`config.mk`:
```
export PLATFORM = sky130hd
export DESIGN_NAME = mbx_ctrl
export DESIGN_NICKNAME = d
export VERILOG_FILES = /design/src/rtl/mbx_pkg.sv /design/src/rtl/mbx_regdec.sv /design/src/rtl/mbx_flag_cell.sv /design/src/rtl/mbx_boot_seq.sv /design/src/rtl/mbx_host_line.sv /design/src/rtl/mbx_ctrl.sv
export SDC_FILE = /design/constraint.sdc
export NUM_CORES = 1
export LEC_CHECK = 0
export CORE_MARGIN = 10
export CORE_UTILIZATION = 49
export CTS_CLUSTER_SIZE = 12
export DETAILED_ROUTE_END_ITERATION = 8
export PLACE_DENSITY = 0.79
export SYNTH_ARGS = -nofsm -noshare
export SYNTH_HDL_FRONTEND = slang
export SYNTH_HIERARCHICAL = 1
export SYNTH_SLANG_ARGS = --single-unit
```
`constraint.sdc`:
```
create_clock -name clk -period 2.6 [get_ports clk]
set_input_delay 0.78 -clock clk [delete_from_list [all_inputs] [get_ports clk]]
set_output_delay 0.78 -clock clk [all_outputs]
set_load 0.02 [all_outputs]
```
`src/rtl/mbx_pkg.sv`:
```
package mbx_pkg;
    localparam int ADDR_W = 4;
    localparam int DATA_W = 8;
    localparam int MSG_W  = 4;
    localparam int VEC_W  = 16;
    localparam int N_COP  = 4;  // 3 irq, 2 timer, 1 dma, 0 nmi
    localparam int N_HOST = 2;  // 1 processor irq, 0 dma
    localparam int N_REGS = 8;

    // register indices on the write port
    typedef enum logic [ADDR_W-1:0] {
        REG_H2C  = 4'd0,
        REG_C2H  = 4'd1,
        REG_HEN  = 4'd2,
        REG_HCLR = 4'd3,
        REG_CEN  = 4'd4,
        REG_CCLR = 4'd5,
        REG_VLO  = 4'd6,
        REG_VHI  = 4'd7
    } reg_id_e;

    // bit positions inside control bytes
    localparam int B_REQ_IRQ = 7;
    localparam int B_READY   = 6;
    localparam int B_HOLD    = 5;
    localparam int B_REQ_NMI = 4;
    localparam int B_IVSEL   = 6;
    localparam int B_NVSEL   = 4;
    localparam int B_COP_LO  = 4;  // coprocessor enable/clear bits 7..4
    localparam int B_H_PROC  = 7;
    localparam int B_H_DMA   = 5;

    typedef enum logic {BOOT_RUN, BOOT_HOLD} boot_st_e;
    typedef enum logic {HL_IDLE, HL_ASSERT} hline_st_e;
endpackage

```
`src/rtl/mbx_regdec.sv`:
```
module mbx_regdec #(
    parameter int ADDR_W = mbx_pkg::ADDR_W,
    parameter int N_REGS = mbx_pkg::N_REGS
) (
    input  logic              wr_en,
    input  logic [ADDR_W-1:0] wr_addr,
    output logic [N_REGS-1:0] stb
);
    for (genvar i = 0; i < N_REGS; i++) begin : g_stb
        assign stb[i] = wr_en && (wr_addr == ADDR_W'(i));
    end
endmodule

```
`src/rtl/mbx_flag_cell.sv`:
```
module mbx_flag_cell (
    input  logic clk,
    input  logic rst,
    input  logic set_i,
    input  logic clr_i,
    input  logic en_i,
    input  logic en_wr_i,
    input  logic en_new_i,
    output logic flag_o,
    output logic fire_o
);
    logic en_eff;
    logic en_rise;

    // enable written this cycle takes effect for a concurrent request
    assign en_eff  = en_wr_i ? en_new_i : en_i;
    assign en_rise = en_wr_i && en_new_i && !en_i;
    assign fire_o  = (set_i && en_eff) || (en_rise && flag_o);

    always_ff @(posedge clk) begin
        if (rst)        flag_o <= 1'b0;
        else if (set_i) flag_o <= 1'b1;
        else if (clr_i) flag_o <= 1'b0;
    end
endmodule

```
`src/rtl/mbx_boot_seq.sv`:
```
module mbx_boot_seq (
    input  logic clk,
    input  logic rst,
    input  logic ctrl_wr,
    input  logic hold_new,
    output logic hold_o,
    output logic pulse_o
);
    import mbx_pkg::*;

    boot_st_e state, state_nxt;

    always_ff @(posedge clk) begin
        if (rst) state <= BOOT_RUN;
        else     state <= state_nxt;
    end

    always_comb begin
        state_nxt = state;
        unique case (state)
            BOOT_RUN:  if (ctrl_wr && hold_new)  state_nxt = BOOT_HOLD;
            BOOT_HOLD: if (ctrl_wr && !hold_new) state_nxt = BOOT_RUN;
        endcase
    end

    always_ff @(posedge clk) begin
        if (rst) pulse_o <= 1'b0;
        else     pulse_o <= (state == BOOT_HOLD) && (state_nxt == BOOT_RUN);
    end

    assign hold_o = (state == BOOT_HOLD);
endmodule

```
`src/rtl/mbx_host_line.sv`:
```
module mbx_host_line #(
    parameter int N_SRC = mbx_pkg::N_HOST
) (
    input  logic             clk,
    input  logic             rst,
    input  logic [N_SRC-1:0] fire_i,
    input  logic [N_SRC-1:0] flag_i,
    output logic             irq_o
);
    import mbx_pkg::*;

    hline_st_e state, state_nxt;

    always_ff @(posedge clk) begin
        if (rst) state <= HL_IDLE;
        else     state <= state_nxt;
    end

    always_comb begin
        state_nxt = state;
        unique case (state)
            HL_IDLE:   if (|fire_i) state_nxt = HL_ASSERT;
            HL_ASSERT: if (flag_i == '0 && !(|fire_i)) state_nxt = HL_IDLE;
        endcase
    end

    always_comb irq_o = (state == HL_ASSERT);
endmodule

```
`src/rtl/mbx_ctrl.sv`:
```
module mbx_ctrl #(
    parameter int ADDR_W = mbx_pkg::ADDR_W,
    parameter int DATA_W = mbx_pkg::DATA_W,
    parameter int MSG_W  = mbx_pkg::MSG_W,
    parameter int VEC_W  = mbx_pkg::VEC_W
) (
    input  logic              clk,
    input  logic              rst,
    input  logic              wr_en,
    input  logic [ADDR_W-1:0] wr_addr,
    input  logic [DATA_W-1:0] wr_data,
    input  logic              rd_sel,
    output logic [DATA_W-1:0] rd_data,
    input  logic              timer_evt,
    input  logic              cop_dma_evt,
    input  logic              host_dma_evt,
    output logic              host_irq,
    output logic              cop_irq,
    output logic              cop_nmi,
    output logic              cop_hold,
    output logic              cop_wait,
    output logic              cop_rst_pulse,
    output logic [VEC_W-1:0]  cop_rst_vec
);
    import mbx_pkg::*;

    localparam int HALF_V = VEC_W / 2;

    logic [N_REGS-1:0] stb;
    logic              h2c_ready;
    logic [MSG_W-1:0]  h2c_msg;
    logic              c2h_ivsel, c2h_nvsel;
    logic [MSG_W-1:0]  c2h_msg;
    logic [N_HOST-1:0] host_en;
    logic [N_COP-1:0]  cop_en;
    logic [VEC_W-1:0]  vec_q;

    logic [N_COP-1:0]  cop_set, cop_clr, cop_fire, cop_flag, cop_line;
    logic [N_HOST-1:0] host_set, host_clr, host_fire, host_flag, host_en_new;

    mbx_regdec #(.ADDR_W(ADDR_W), .N_REGS(N_REGS)) u_dec (
        .wr_en(wr_en), .wr_addr(wr_addr), .stb(stb)
    );

    // plain registers
    always_ff @(posedge clk) begin
        if (rst) begin
            h2c_ready <= 1'b0;
            h2c_msg   <= '0;
            c2h_ivsel <= 1'b0;
            c2h_nvsel <= 1'b0;
            c2h_msg   <= '0;
            host_en   <= '0;
            cop_en    <= '0;
            vec_q     <= '0;
        end else begin
            if (stb[REG_H2C]) begin
                h2c_ready <= wr_data[B_READY];
                h2c_msg   <= wr_data[MSG_W-1:0];
            end
            if (stb[REG_C2H]) begin
                c2h_ivsel <= wr_data[B_IVSEL];
                c2h_nvsel <= wr_data[B_NVSEL];
                c2h_msg   <= wr_data[MSG_W-1:0];
            end
            if (stb[REG_HEN]) host_en <= host_en_new;
            if (stb[REG_CEN]) cop_en  <= wr_data[B_COP_LO +: N_COP];
            if (stb[REG_VLO]) vec_q[HALF_V-1:0]     <= wr_data[HALF_V-1:0];
            if (stb[REG_VHI]) vec_q[VEC_W-1:HALF_V] <= wr_data[HALF_V-1:0];
        end
    end

    // coprocessor sources: 3 irq, 2 timer, 1 dma, 0 nmi
    assign cop_set = {stb[REG_H2C] && wr_data[B_REQ_IRQ], timer_evt,
                      cop_dma_evt, stb[REG_H2C] && wr_data[B_REQ_NMI]};
    assign cop_clr = stb[REG_CCLR] ? wr_data[B_COP_LO +: N_COP] : '0;

    for (genvar i = 0; i < N_COP; i++) begin : g_cop
        mbx_flag_cell u_cell (
            .clk(clk), .rst(rst),
            .set_i(cop_set[i]), .clr_i(cop_clr[i]),
            .en_i(cop_en[i]), .en_wr_i(stb[REG_CEN]),
            .en_new_i(wr_data[B_COP_LO + i]),
            .flag_o(cop_flag[i]), .fire_o(cop_fire[i])
        );
        always_ff @(posedge clk) begin
            if (rst)              cop_line[i] <= 1'b0;
            else if (cop_fire[i]) cop_line[i] <= 1'b1;
            else if (cop_clr[i])  cop_line[i] <= 1'b0;
        end
    end

    assign cop_irq = |cop_line[N_COP-1:1];
    assign cop_nmi = cop_line[0];

    // host sources: 1 processor irq, 0 dma
    assign host_set    = {stb[REG_C2H] && wr_data[B_REQ_IRQ], host_dma_evt};
    assign host_en_new = {wr_data[B_H_PROC], wr_data[B_H_DMA]};
    assign host_clr    = stb[REG_HCLR] ? {wr_data[B_H_PROC], wr_data[B_H_DMA]} : '0;

    for (genvar j = 0; j < N_HOST; j++) begin : g_host
        mbx_flag_cell u_cell (
            .clk(clk), .rst(rst),
            .set_i(host_set[j]), .clr_i(host_clr[j]),
            .en_i(host_en[j]), .en_wr_i(stb[REG_HEN]),
            .en_new_i(host_en_new[j]),
            .flag_o(host_flag[j]), .fire_o(host_fire[j])
        );
    end

    mbx_host_line #(.N_SRC(N_HOST)) u_hline (
        .clk(clk), .rst(rst), .fire_i(host_fire), .flag_i(host_flag),
        .irq_o(host_irq)
    );

    mbx_boot_seq u_boot (
        .clk(clk), .rst(rst),
        .ctrl_wr(stb[REG_H2C]), .hold_new(wr_data[B_HOLD]),
        .hold_o(cop_hold), .pulse_o(cop_rst_pulse)
    );

    assign cop_wait    = h2c_ready;
    assign cop_rst_vec = vec_q;

    always_comb begin
        if (rd_sel) rd_data = {cop_flag[3], cop_flag[2], cop_flag[1], cop_flag[0], h2c_msg};
        else        rd_data = {host_flag[1], c2h_ivsel, host_flag[0], c2h_nvsel, c2h_msg};
    end
endmodule

```
==> qor.txt, run 1 <==
width of the chip: 84.9 um
worst hold path type: flip-flop to flip-flop
detailed-route wire length per cell: 14.3 um
total net switching power: 311 uW
total DRC errors in the routed layout: 0
max_cap viols: 0
VDD IR max: 366 uV
Net count, final: 281
total CTS buffers: 5
startpoint kind of the worst setup timing path: input port
RD Place Congestion: 0.715
Final setup viols: 0
post-CTS repair timing setup buffer count: 0
power density over the cells: 490 nW/um^2
crit path capture type: output port
Boundary Pins: 49
total die area: 7210 sq um
average cell area after synthesis: 9.98 sq um
first-pass GRT wire length: 7.62 mm
Post-Synthesis Net Count: 226
register bit count reported by yosys: 46
Post-Synthesis Cells: 207
Avg Vias per Cell: 5.03
Area Growth Syn to Fin: 29.1%
number of clock sinks: 46
number of global-route vias before repair: 1,603
overall via count from detail_route: 1,573
clock latency on the worst-skew pair: 0.29 ns
detailed-router iteration count before antenna repair: 4
share of the cycle needed by the critical path after routing: 0.930
Placed Cells incl. Taps: 305
Switching Share: 0.238
crit path kind: input port to output port
Detailed Route WL: 4.48 mm
multi-input combinational cell area: 1020 sq um
sequential share of power: 0.553
data arrival time at the worst-slack endpoint: 1.64 ns
standard cell core area: 4030 sq um
die height: 84.9 um
top fanout value on the critical path: 3
worst path required time: 1.82 ns
Port-buffer cells: 48
Post-Route Hold Slack: 0.477 ns
Worst Tran Pin Value: 0.424 ns
warning count from the yosys run: 6
global route overflow: 0
share of cells above drive strength 1: 0.144
highest clock frequency the design can meet: 413 MHz
# rows: 23
most frequent cells in the layout: sky130_fd_sc_hd__dfxtp_1, sky130_fd_sc_hd__mux2i_1, sky130_fd_sc_hd__nor2_1, sky130_fd_sc_hd__clkdlybuf4s50_1, sky130_fd_sc_hd__nand2b_1
unrepaired setup endpoints after global routing: no
clock period minus worst slack: 2.42 ns
Max Transition Viols Final: 0
number of levels in the clock H-tree: 2
antenna cell count: 0
detailed placement HPWL: 3.27 mm
gr usage total: 0.126
maximum root-to-sink buffer count: 2
hold violation count in the final report: 0
combinational fraction of design power: 0.101
leakage power of the design: 0.970 nW
count of cell types in the netlist: 22
end-of-flow core utilization: 0.662
final standard cell count with taps included and fillers excluded: 313
internal power contribution: 996 uW
status: complete, no violations
TritonCTS clock tree: built
number of antenna violations at the first check in global routing: 0
share of power burned in the clock network: 0.346
DR iter-0 viols: 113
largest net degree at the start of global routing: 51
max incr delay on CP: 0.29 ns
leading cell type in the layout, fill and taps excluded: sky130_fd_sc_hd__dfxtp_1
cell with the largest stage delay on the worst path: sky130_fd_sc_hd__mux2_4
remaining antenna violation count after routing: 0
footprint of the flip-flops and latches: 921 sq um
worst-case headroom to the max-slew limit: 0.716
CP Cell Sequence: dlygate4sd2_1 > buf_4 > mux2_4 > buf_2
root buffer cell: sky130_fd_sc_hd__clkbuf_8
Seq/Total Area, Yosys: 0.446
post-synthesis instance area: 2070 sq um
clock skew after layout: 0.00622 ns
PnR Total Power: 1.31 mW
fill count: 362
initial core utilization: 0.513
Clk pin slew, worst setup/hold paths: 0.08 ns
power by group through the flow:
| stage | logic (mW) | clock network [mW] | registers (mW) |
|---|---|---|---|
| 2_1_floorplan | 0.0652 | 0 | 0.742 |
| 3_3_place_gp | 0.134 | 0 | 0.739 |
| 3_5_place_dp | 0.136 | 0 | 0.740 |
| 4_1_cts | 0.134 | 0.463 | 0.723 |
| 5_1_grt | 0.144 | 0.491 | 0.725 |
| 6_report | 0.132 | 0.452 | 0.723 |
critical path: cells and delay by family:
family / cells / cell delay (ns)
buf+inv: 3 / 0.57
mux: 1 / 0.29
path summary, 6_finish.rpt:
path	from	to	slack, ns	depth (start not counted)
setup / recovery	rd_sel	rd_data[2]	0.18	4
hold / removal	cop_line[1]	cop_line[1]	0.48	2
setup reg to reg	cop_en[3]	cop_line[3]	1.74	4
hold reg to reg	cop_line[1]	cop_line[1]	0.48	2
metrics by stage:
stage | area, sq um | setup TNS, ns | setup slack [ns]
2_1_floorplan | 2070 | 0 | 0.262
3_3_place_gp | 2610 | -3.56 | -0.466
3_5_place_dp | 2610 | -3.55 | -0.464
4_1_cts | 2670 | 0 | 0.180
5_1_grt | 2670 | 0 | 0.165
6_report | 2670 | 0 | 0.181
registers in the layout, summed over array words and instances (netlist names):
name,count
u_boot/pulse_o,1
c2h_ivsel,1
host_en,2
cop_nmi,1
g_host.u_cell/flag_o,2
u_hline/irq_o,1
c2h_nvsel,1
c2h_msg,4
cop_en,4
cop_rst_vec,16
h2c_msg,4
u_boot/hold_o,1
g_cop.u_cell/flag_o,4
cop_line,3
cop_wait,1
area by class of cell:
class                      instances  share of cell area
tap                               50              0.0235
sequential                        46               0.345
clock buffer                       6              0.0310
clock inverter                     2             0.00469
inverter                          10              0.0141
multi-input combinational        141               0.382
timing repair buffer              58               0.200
Yosys cell counts (all sizes together):
cell    count  area [sq um]
dfxtp      46           921
nor2       41           156
mux2i      40           400
nand2b     12          75.1
inv        10          37.5
and2        9          56.3
buf         9          90.1
mux2        8           120
a21oi       7          35.0
o21ai       7          35.0
nand4b      6          52.6
o22ai       4          25.0
nor3        2          15.0
and4bb      1          12.5
clkbuf      1          5.00
nand2       1          3.75
nand3b      1          7.51
or3         1          6.26
or3b        1          11.3
per-layer routing:
layer	track usage	part of all wire
met1	0.145	0.46
met4	0.0359	0.0096
met2	0.203	0.45
met3	0.0593	0.087
met5	0	0
cell families (layout without fill, tap and decap cells):
kind of cell	after synthesis	after routing	share of synthesized area
DFF	46	46	0.446
AOI/OAI and AO/OA	18	18	0.0460
muxes	48	48	0.252
and+or+nand+nor	75	75	0.192
buffers and inverters	20	76	0.0642
what timing repair did:
| item | in CTS | in global routing |
|---|---|---|
| gates resized for setup | 35 | 0 |
| setup endpoints to repair | 8 | 0 |
| hold buffers | 0 | 0 |
Note: power is estimated with default switching activity, not from simulation.
==> run 2, diff against run 1 <==
--- a/config.mk
+++ b/config.mk
@@ -5,6 +5,7 @@
 export SDC_FILE = /design/constraint.sdc
 export NUM_CORES = 1
 export LEC_CHECK = 0
+export CAP_MARGIN = 20
 export CORE_MARGIN = 10
 export CORE_UTILIZATION = 49
 export CTS_CLUSTER_SIZE = 12
==> results of run 2 <==
Final layout, timing and power as in run 1 (identical DEF).
